### src/rtl/sclk_pkg.sv
package sclk_pkg;

    localparam int SCLK_FW = 8;

    typedef enum logic [1:0] {
        PH_IDLE = 2'd0,
        PH_LOW  = 2'd1,
        PH_HIGH = 2'd2
    } sclk_phase_e;

    typedef struct packed {
        logic [SCLK_FW-1:0] hold;
        logic [SCLK_FW-1:0] hi;
        logic [SCLK_FW-1:0] lo;
    } sclk_cfg_t;

endpackage

### src/rtl/sclk_word_decode.sv
module sclk_word_decode
    import sclk_pkg::*;
#(
    parameter int CW_W     = 32,
    parameter int LO_POS   = 0,
    parameter int HI_POS   = 8,
    parameter int HOLD_POS = 16,
    parameter int EN_POS   = 24
) (
    input  logic [CW_W-1:0] cw,
    output sclk_cfg_t       cfg,
    output logic            en
);

    localparam int SPARE_LO = EN_POS + 1;

    // Field slices, positions fixed by the software contract
    assign cfg.lo   = cw[LO_POS   +: SCLK_FW];
    assign cfg.hi   = cw[HI_POS   +: SCLK_FW];
    assign cfg.hold = cw[HOLD_POS +: SCLK_FW];
    assign en       = cw[EN_POS];

    // Upper spare bits carry no meaning
    logic unused_spare;
    assign unused_spare = ^cw[CW_W-1:SPARE_LO];

endmodule

### src/rtl/sclk_phase_fsm.sv
module sclk_phase_fsm
    import sclk_pkg::*;
(
    input  logic      clk,
    input  logic      rst_n,
    input  sclk_cfg_t live_cfg,
    input  logic      live_en,
    output logic      sens_clk,
    output logic      go_high,
    output logic      to_idle,
    output logic      is_idle,
    output logic [SCLK_FW-1:0] hold_now
);

    sclk_phase_e        st, nxt;
    logic [SCLK_FW-1:0] cnt, cnt_nxt;
    sclk_cfg_t          cfg_q, cfg_nxt;
    logic               wrap;
    logic               sens_q;

    // Next-state logic
    always_comb begin
        nxt     = st;
        cnt_nxt = cnt + 1'b1;
        cfg_nxt = cfg_q;
        go_high = 1'b0;
        wrap    = 1'b0;
        unique case (st)
            PH_IDLE: begin
                cnt_nxt = '0;
                if (live_en) begin
                    nxt     = PH_LOW;
                    cfg_nxt = live_cfg;
                end
            end
            PH_LOW: begin
                if (cnt == cfg_q.lo) begin
                    cnt_nxt = '0;
                    if (live_en) begin
                        nxt     = PH_HIGH;
                        go_high = 1'b1;
                    end else begin
                        nxt = PH_IDLE;
                    end
                end
            end
            PH_HIGH: begin
                if (cnt == cfg_q.hi) begin
                    cnt_nxt = '0;
                    wrap    = 1'b1;
                    if (live_en) begin
                        nxt     = PH_LOW;
                        cfg_nxt = live_cfg;
                    end else begin
                        nxt = PH_IDLE;
                    end
                end
            end
            default: begin
                nxt     = PH_IDLE;
                cnt_nxt = '0;
            end
        endcase
    end

    // State register
    always_ff @(posedge clk) begin
        if (!rst_n) begin
            st    <= PH_IDLE;
            cnt   <= '0;
            cfg_q <= '0;
        end else begin
            st    <= nxt;
            cnt   <= cnt_nxt;
            cfg_q <= cfg_nxt;
        end
    end

    // Output register: clock bit straight from a flop, no decode glitch
    always_ff @(posedge clk) begin
        if (!rst_n) sens_q <= 1'b0;
        else        sens_q <= (nxt == PH_HIGH);
    end

    assign sens_clk = sens_q;
    assign to_idle  = (nxt == PH_IDLE);
    assign is_idle  = (st == PH_IDLE);
    assign hold_now = cfg_q.hold;

    AST_CNT_IN_PHASE: assert property (@(posedge clk) disable iff (!rst_n)
        ((st == PH_LOW) |-> (cnt <= cfg_q.lo)) and ((st == PH_HIGH) |-> (cnt <= cfg_q.hi)))
        else $error("phase counter overran its field");

    AST_HIGH_AFTER_FULL_LOW: assert property (@(posedge clk) disable iff (!rst_n)
        (st == PH_HIGH && $past(st) != PH_HIGH) |->
            ($past(st) == PH_LOW && $past(cnt) == $past(cfg_q.lo)))
        else $error("high phase entered early");

    AST_CFG_FROZEN: assert property (@(posedge clk) disable iff (!rst_n)
        (st != PH_IDLE && !wrap) |=> $stable(cfg_q))
        else $error("fields changed mid-period");

    AST_NO_EN_NO_HIGH: assert property (@(posedge clk) disable iff (!rst_n)
        (st == PH_LOW && cnt == cfg_q.lo && !live_en) |=> (st == PH_IDLE && !sens_clk))
        else $error("high phase issued without enable");

endmodule

### src/rtl/sclk_strobe_gen.sv
module sclk_strobe_gen
    import sclk_pkg::*;
(
    input  logic               clk,
    input  logic               rst_n,
    input  logic               load,
    input  logic               clear,
    input  logic [SCLK_FW-1:0] hold,
    output logic               strobe
);

    logic               on_q;
    logic [SCLK_FW-1:0] cnt_q;
    logic [SCLK_FW-1:0] hold_q;

    always_ff @(posedge clk) begin
        if (!rst_n) begin
            on_q   <= 1'b0;
            cnt_q  <= '0;
            hold_q <= '0;
        end else if (clear) begin
            on_q   <= 1'b0;
            cnt_q  <= '0;
        end else if (load) begin
            on_q   <= 1'b1;
            cnt_q  <= '0;
            hold_q <= hold;
        end else if (on_q) begin
            if (cnt_q == hold_q) on_q <= 1'b0;
            else                 cnt_q <= cnt_q + 1'b1;
        end
    end

    assign strobe = on_q;

    AST_STB_CNT_BOUND: assert property (@(posedge clk) disable iff (!rst_n)
        on_q |-> (cnt_q <= hold_q))
        else $error("strobe counter beyond hold");

    AST_STB_LOAD_ON: assert property (@(posedge clk) disable iff (!rst_n)
        (load && !clear) |=> (on_q && cnt_q == '0))
        else $error("strobe not restarted at rising edge");

endmodule

### src/rtl/sclk_synth.sv
module sclk_synth
    import sclk_pkg::*;
#(
    parameter int CW_W = 32
) (
    input  logic            clk,
    input  logic            rst_n,
    input  logic [CW_W-1:0] ctrl_word,
    output logic            sens_clk,
    output logic            smpl_strobe
);

    sclk_cfg_t          live_cfg;
    logic               live_en;
    logic               go_high;
    logic               to_idle;
    logic               is_idle;
    logic [SCLK_FW-1:0] hold_now;

    sclk_word_decode #(.CW_W(CW_W)) u_dec (
        .cw  (ctrl_word),
        .cfg (live_cfg),
        .en  (live_en)
    );

    sclk_phase_fsm u_fsm (
        .clk      (clk),
        .rst_n    (rst_n),
        .live_cfg (live_cfg),
        .live_en  (live_en),
        .sens_clk (sens_clk),
        .go_high  (go_high),
        .to_idle  (to_idle),
        .is_idle  (is_idle),
        .hold_now (hold_now)
    );

    sclk_strobe_gen u_stb (
        .clk    (clk),
        .rst_n  (rst_n),
        .load   (go_high),
        .clear  (to_idle),
        .hold   (hold_now),
        .strobe (smpl_strobe)
    );

    AST_IDLE_QUIET: assert property (@(posedge clk) disable iff (!rst_n)
        is_idle |-> (!sens_clk && !smpl_strobe))
        else $error("activity while idle");

    AST_STB_ON_RISE: assert property (@(posedge clk) disable iff (!rst_n)
        $rose(sens_clk) |-> smpl_strobe)
        else $error("strobe missing at rising edge");

endmodule

### config.mk
export PLATFORM = sky130hd
export DESIGN_NAME = sclk_synth
export DESIGN_NICKNAME = d
export VERILOG_FILES = /design/src/rtl/sclk_pkg.sv /design/src/rtl/sclk_word_decode.sv /design/src/rtl/sclk_phase_fsm.sv /design/src/rtl/sclk_strobe_gen.sv /design/src/rtl/sclk_synth.sv
export SDC_FILE = /design/constraint.sdc
export NUM_CORES = 1
export LEC_CHECK = 0
export BUFFER_PORTS_ARGS = -buffer_cell sky130_fd_sc_hd__buf_2
export CAP_MARGIN = 20
export CORE_UTILIZATION = 40
export DETAILED_ROUTE_END_ITERATION = 16
export GPL_TIMING_DRIVEN = 0
export PLACE_DENSITY = 0.67
export SYNTH_ARGS = -nofsm -noshare
export SYNTH_HDL_FRONTEND = slang
export SYNTH_SLANG_ARGS = --single-unit
### constraint.sdc
create_clock -name clk -period 2.1 [get_ports clk]
set_clock_uncertainty 0.2 [all_clocks]
set_input_delay 0.105 -clock clk [delete_from_list [all_inputs] [get_ports clk]]
set_output_delay 0.105 -clock clk [all_outputs]
set_load 0.02 [all_outputs]
==> results.json <==
{
  "outcome": "finished, violations left",
  "start_util": 0.416,
  "rows": 28,
  "hold_slack_ns": 0.157,
  "crit_family": "compound AO/OA/AOI/OAI gates",
  "drt_iter0_markers": 147,
  "period_minus_slack_ns": 2.21,
  "worstHoldPathCells": 5,
  "clkSlewWorstSetupHoldPaths_ns": 0.09,
  "avgSynthCellArea_sq_um": 10.2,
  "startpoint_type": "register",
  "endpoint_kind": "register",
  "path_class": "register to register",
  "synth_cells": 244,
  "grt_pass1_wl_um": 8710,
  "grt_start_max_net_pins": 16,
  "routed_wl_um": 5400,
  "finalPower_mw": 2.37,
  "nNetsFinal": 360,
  "cp.arrival_ns": 2.21,
  "p_leak_nw": 1.25,
  "placedCellCount": 347,
  "fillCellCount": 514,
  "tritoncts": "built",
  "fin_crit_sh": 1.05,
  "overflow": 0,
  "yosysSeqAreaShare": 0.420,
  "slew_viol_final": 0,
  "die_y_um": 80.7,
  "drtAntennaViolNets": 0,
  "first_pass_iters": 4,
  "synth_top_area_frac": 0.420,
  "gp_congestion": 0.762,
  "grt_use_total": 0.180,
  "syn_area_sq_um": 2480,
  "synth_area_leader_cell": "dfxtp_1",
  "numPortBuffers": 28,
  "multi_input_area_sq_um": 1460,
  "synth_seq_cells": 52,
  "cts.root.buffer_cell": "clkbuf_8",
  "clk_path_buf_depth": 2,
  "crit_fanout": 6,
  "worst_pin_slew_ns": 0.480,
  "final-seq-area_sq_um": 1070,
  "worstRegToRegCells": 9,
  "rsz0062_at_grt": "yes",
  "syn-num-nets": 284,
  "critical_path.startpoint": "u_fsm.cnt[2]",
  "ys_types": 30,
  "power_density_nw_per_um2": 703,
  "slew_headroom": 0.680,
  "clock.fmax_mhz": 453,
  "min_path_type": "primary input to register",
  "vias": 1889,
  "layout-drive-gt1-share": 0.287,
  "synth_area_leaders": "dfxtp_1, mux2i_1, xnor2_1",
  "numCtsBuffers": 5,
  "hpwl_um": 3340,
  "yosys_warnings": 0,
  "crit_chain": "xnor2_2 -> nand2_2 -> o41ai_4 -> and2b_1 -> buf_6 -> buf_12 -> buf_12 -> mux2i_2 -> nor2b_1",
  "core_area_sq_um": 5960,
  "max_stage_delay_ns": 0.40,
  "htree_levels": 2,
  "syn2layout_area_growth_pct": 36.1,
  "failed_checks": "setup timing",
  "path_depth": 9,
  "grt_pass1_vias": 1800,
  "numClockSinks": 52,
  "crit_slowest_cell": "o41ai_4",
  "placed_area_sq_um": 2710,
  "fp.dieW_um": 80.7,
  "die_area_sq_um": 6520,
  "antenna_found_initial": 0,
  "path_common_cell": "buf_12",
  "max-cap-violations": 0,
  "setup_viol": 25,
  "setup_ws_ns": -0.109,
  "routedWlPerCell_um": 13.6,
  "critical_path_buf_inv_count": 3,
  "clock_latency_ns": 0.31,
  "antenna_cells": 0,
  "vdd_drop_max_mv": 0.460,
  "viasPerCell": 4.77,
  "ios": 36,
  "critPathRequiredTime_ns": 2.10,
  "regToRegStartpoint": "u_fsm.cnt[2]",
  "stdcell_count": 396,
  "place_ws_ns": -0.179,
  "hold_viol_final": 0,
  "min_from": "ctrl_word[24]",
  "fin_area_sq_um": 3370,
  "drcViolationCount": 0
}
[power breakdown]
| part | internal [mW] | switching [mW] |
|---|---|---|
| Sequential | 1.04 | 0.0530 |
| Combinational | 0.377 | 0.308 |
| Clock | 0.268 | 0.322 |
[synthesized netlist by cell type, drive strengths merged]
cell type,number
dfxtp,52
a32oi,1
ha,6
nand2b,1
a31oi,1
or2,1
o41ai,1
clkbuf,4
xor2,4
nand3,7
mux2i,33
nor2,12
nor2b,34
xnor2,33
nor4,2
and2b,1
inv,6
o311a,2
nand4,6
o21ai,4
nor3,13
buf,5
nand2,11
a21oi,3
and3,1
[layer usage]
layer  global-route usage  vias to the layer above  part of all wire
met5                    0                        -                 0
met4               0.0804                        0             0.025
met3               0.0375                       15             0.042
met2                0.286                       46              0.47
met1                0.234                      851              0.47
li1                     -                      977                 -
[layout by cell type, fill, tap and decap left out, types with 2 or more instances in the layout]
cell,Yosys,layout
a21oi_1,3,3
buf_12,2,4
buf_2,0,28
buf_4,1,15
clkbuf_1,4,5
clkbuf_8,0,6
dfxtp_1,52,39
dfxtp_2,0,8
dfxtp_4,0,5
dlygate4sd3_1,0,25
ha_1,6,6
inv_1,6,6
mux2i_1,33,30
mux2i_2,0,2
nand2_1,11,8
nand2_2,0,3
nand3_1,7,5
nand4_1,6,6
nor2_1,12,12
nor2b_1,34,34
nor3_1,12,11
o21ai_2,0,2
o311a_1,2,2
xnor2_1,33,27
xnor2_2,0,6
xor2_1,4,4
[cell families (layout without fill, tap and decap cells)]
group                    Yosys count  in the layout  share of synthesized area
flip-flops                        52             52                      0.420
AND/OR/NAND/NOR                   89             89                      0.200
AO/OA/AOI/OAI                     12             12                     0.0424
multiplexers                      33             33                      0.133
buffers and inverters             15             92                     0.0434
adder cells (fa/ha/maj)            6              6                     0.0303
XOR/XNOR                          37             37                      0.131
[path summary, 6_finish.rpt]
kind	to	slack, ns
hold / removal	u_fsm.sens_clk	0.16
setup / recovery	u_fsm.hold_now[0]	-0.11
setup reg to reg	u_fsm.hold_now[0]	-0.11
hold reg to reg	u_fsm.cnt[0]	0.30
[repair_timing]
action                                  CTS  global route
gates resized for setup                  27            15
gates cloned                              1             0
endpoints found under the setup margin   39            44
hold buffers                             25             0
pin swaps                                13             5
setup buffers                            14             3
endpoints found under the hold margin    24             0
[sequential cells by signal, summed over array words and instances (netlist names)]
signal          flops
u_fsm.cfg_q        16
u_fsm.cnt           8
u_fsm.hold_now      8
u_fsm.sens_clk      1
u_fsm.st            2
u_stb.cnt_q         8
u_stb.hold_q        8
u_stb.strobe        1
[area by class of cell]
cell class / count / area share
buffer: 7 / 0.0197
clock buffer: 7 / 0.0256
clock inverter: 1 / 0.00223
inverter: 6 / 0.00668
multi-input combinational: 177 / 0.432
sequential: 52 / 0.317
tap: 75 / 0.0278
timing repair buffer: 71 / 0.169
[per-stage QoR]
stage,util,TNS [ns]
3_3_place_gp,0.455,-3.57
5_1_grt,0.566,-4.94
3_5_place_dp,0.455,-4.07
6_report,0.566,-1.60
4_1_cts,0.556,-0.399
2_1_floorplan,-,0
[worst reg2reg max path: cells and delay by family (launching register included)]
| family | cells | cell delay (ns) |
|---|---|---|
| buffers and inverters | 3 | 0.37 |
| DFF | 1 | 0.39 |
| muxes | 1 | 0.20 |
| xor gates and xnor gates | 1 | 0.19 |
| and+or+nand+nor | 3 | 0.36 |
| AOI/OAI and AO/OA | 1 | 0.40 |
(Power assumes the default switching activity.)
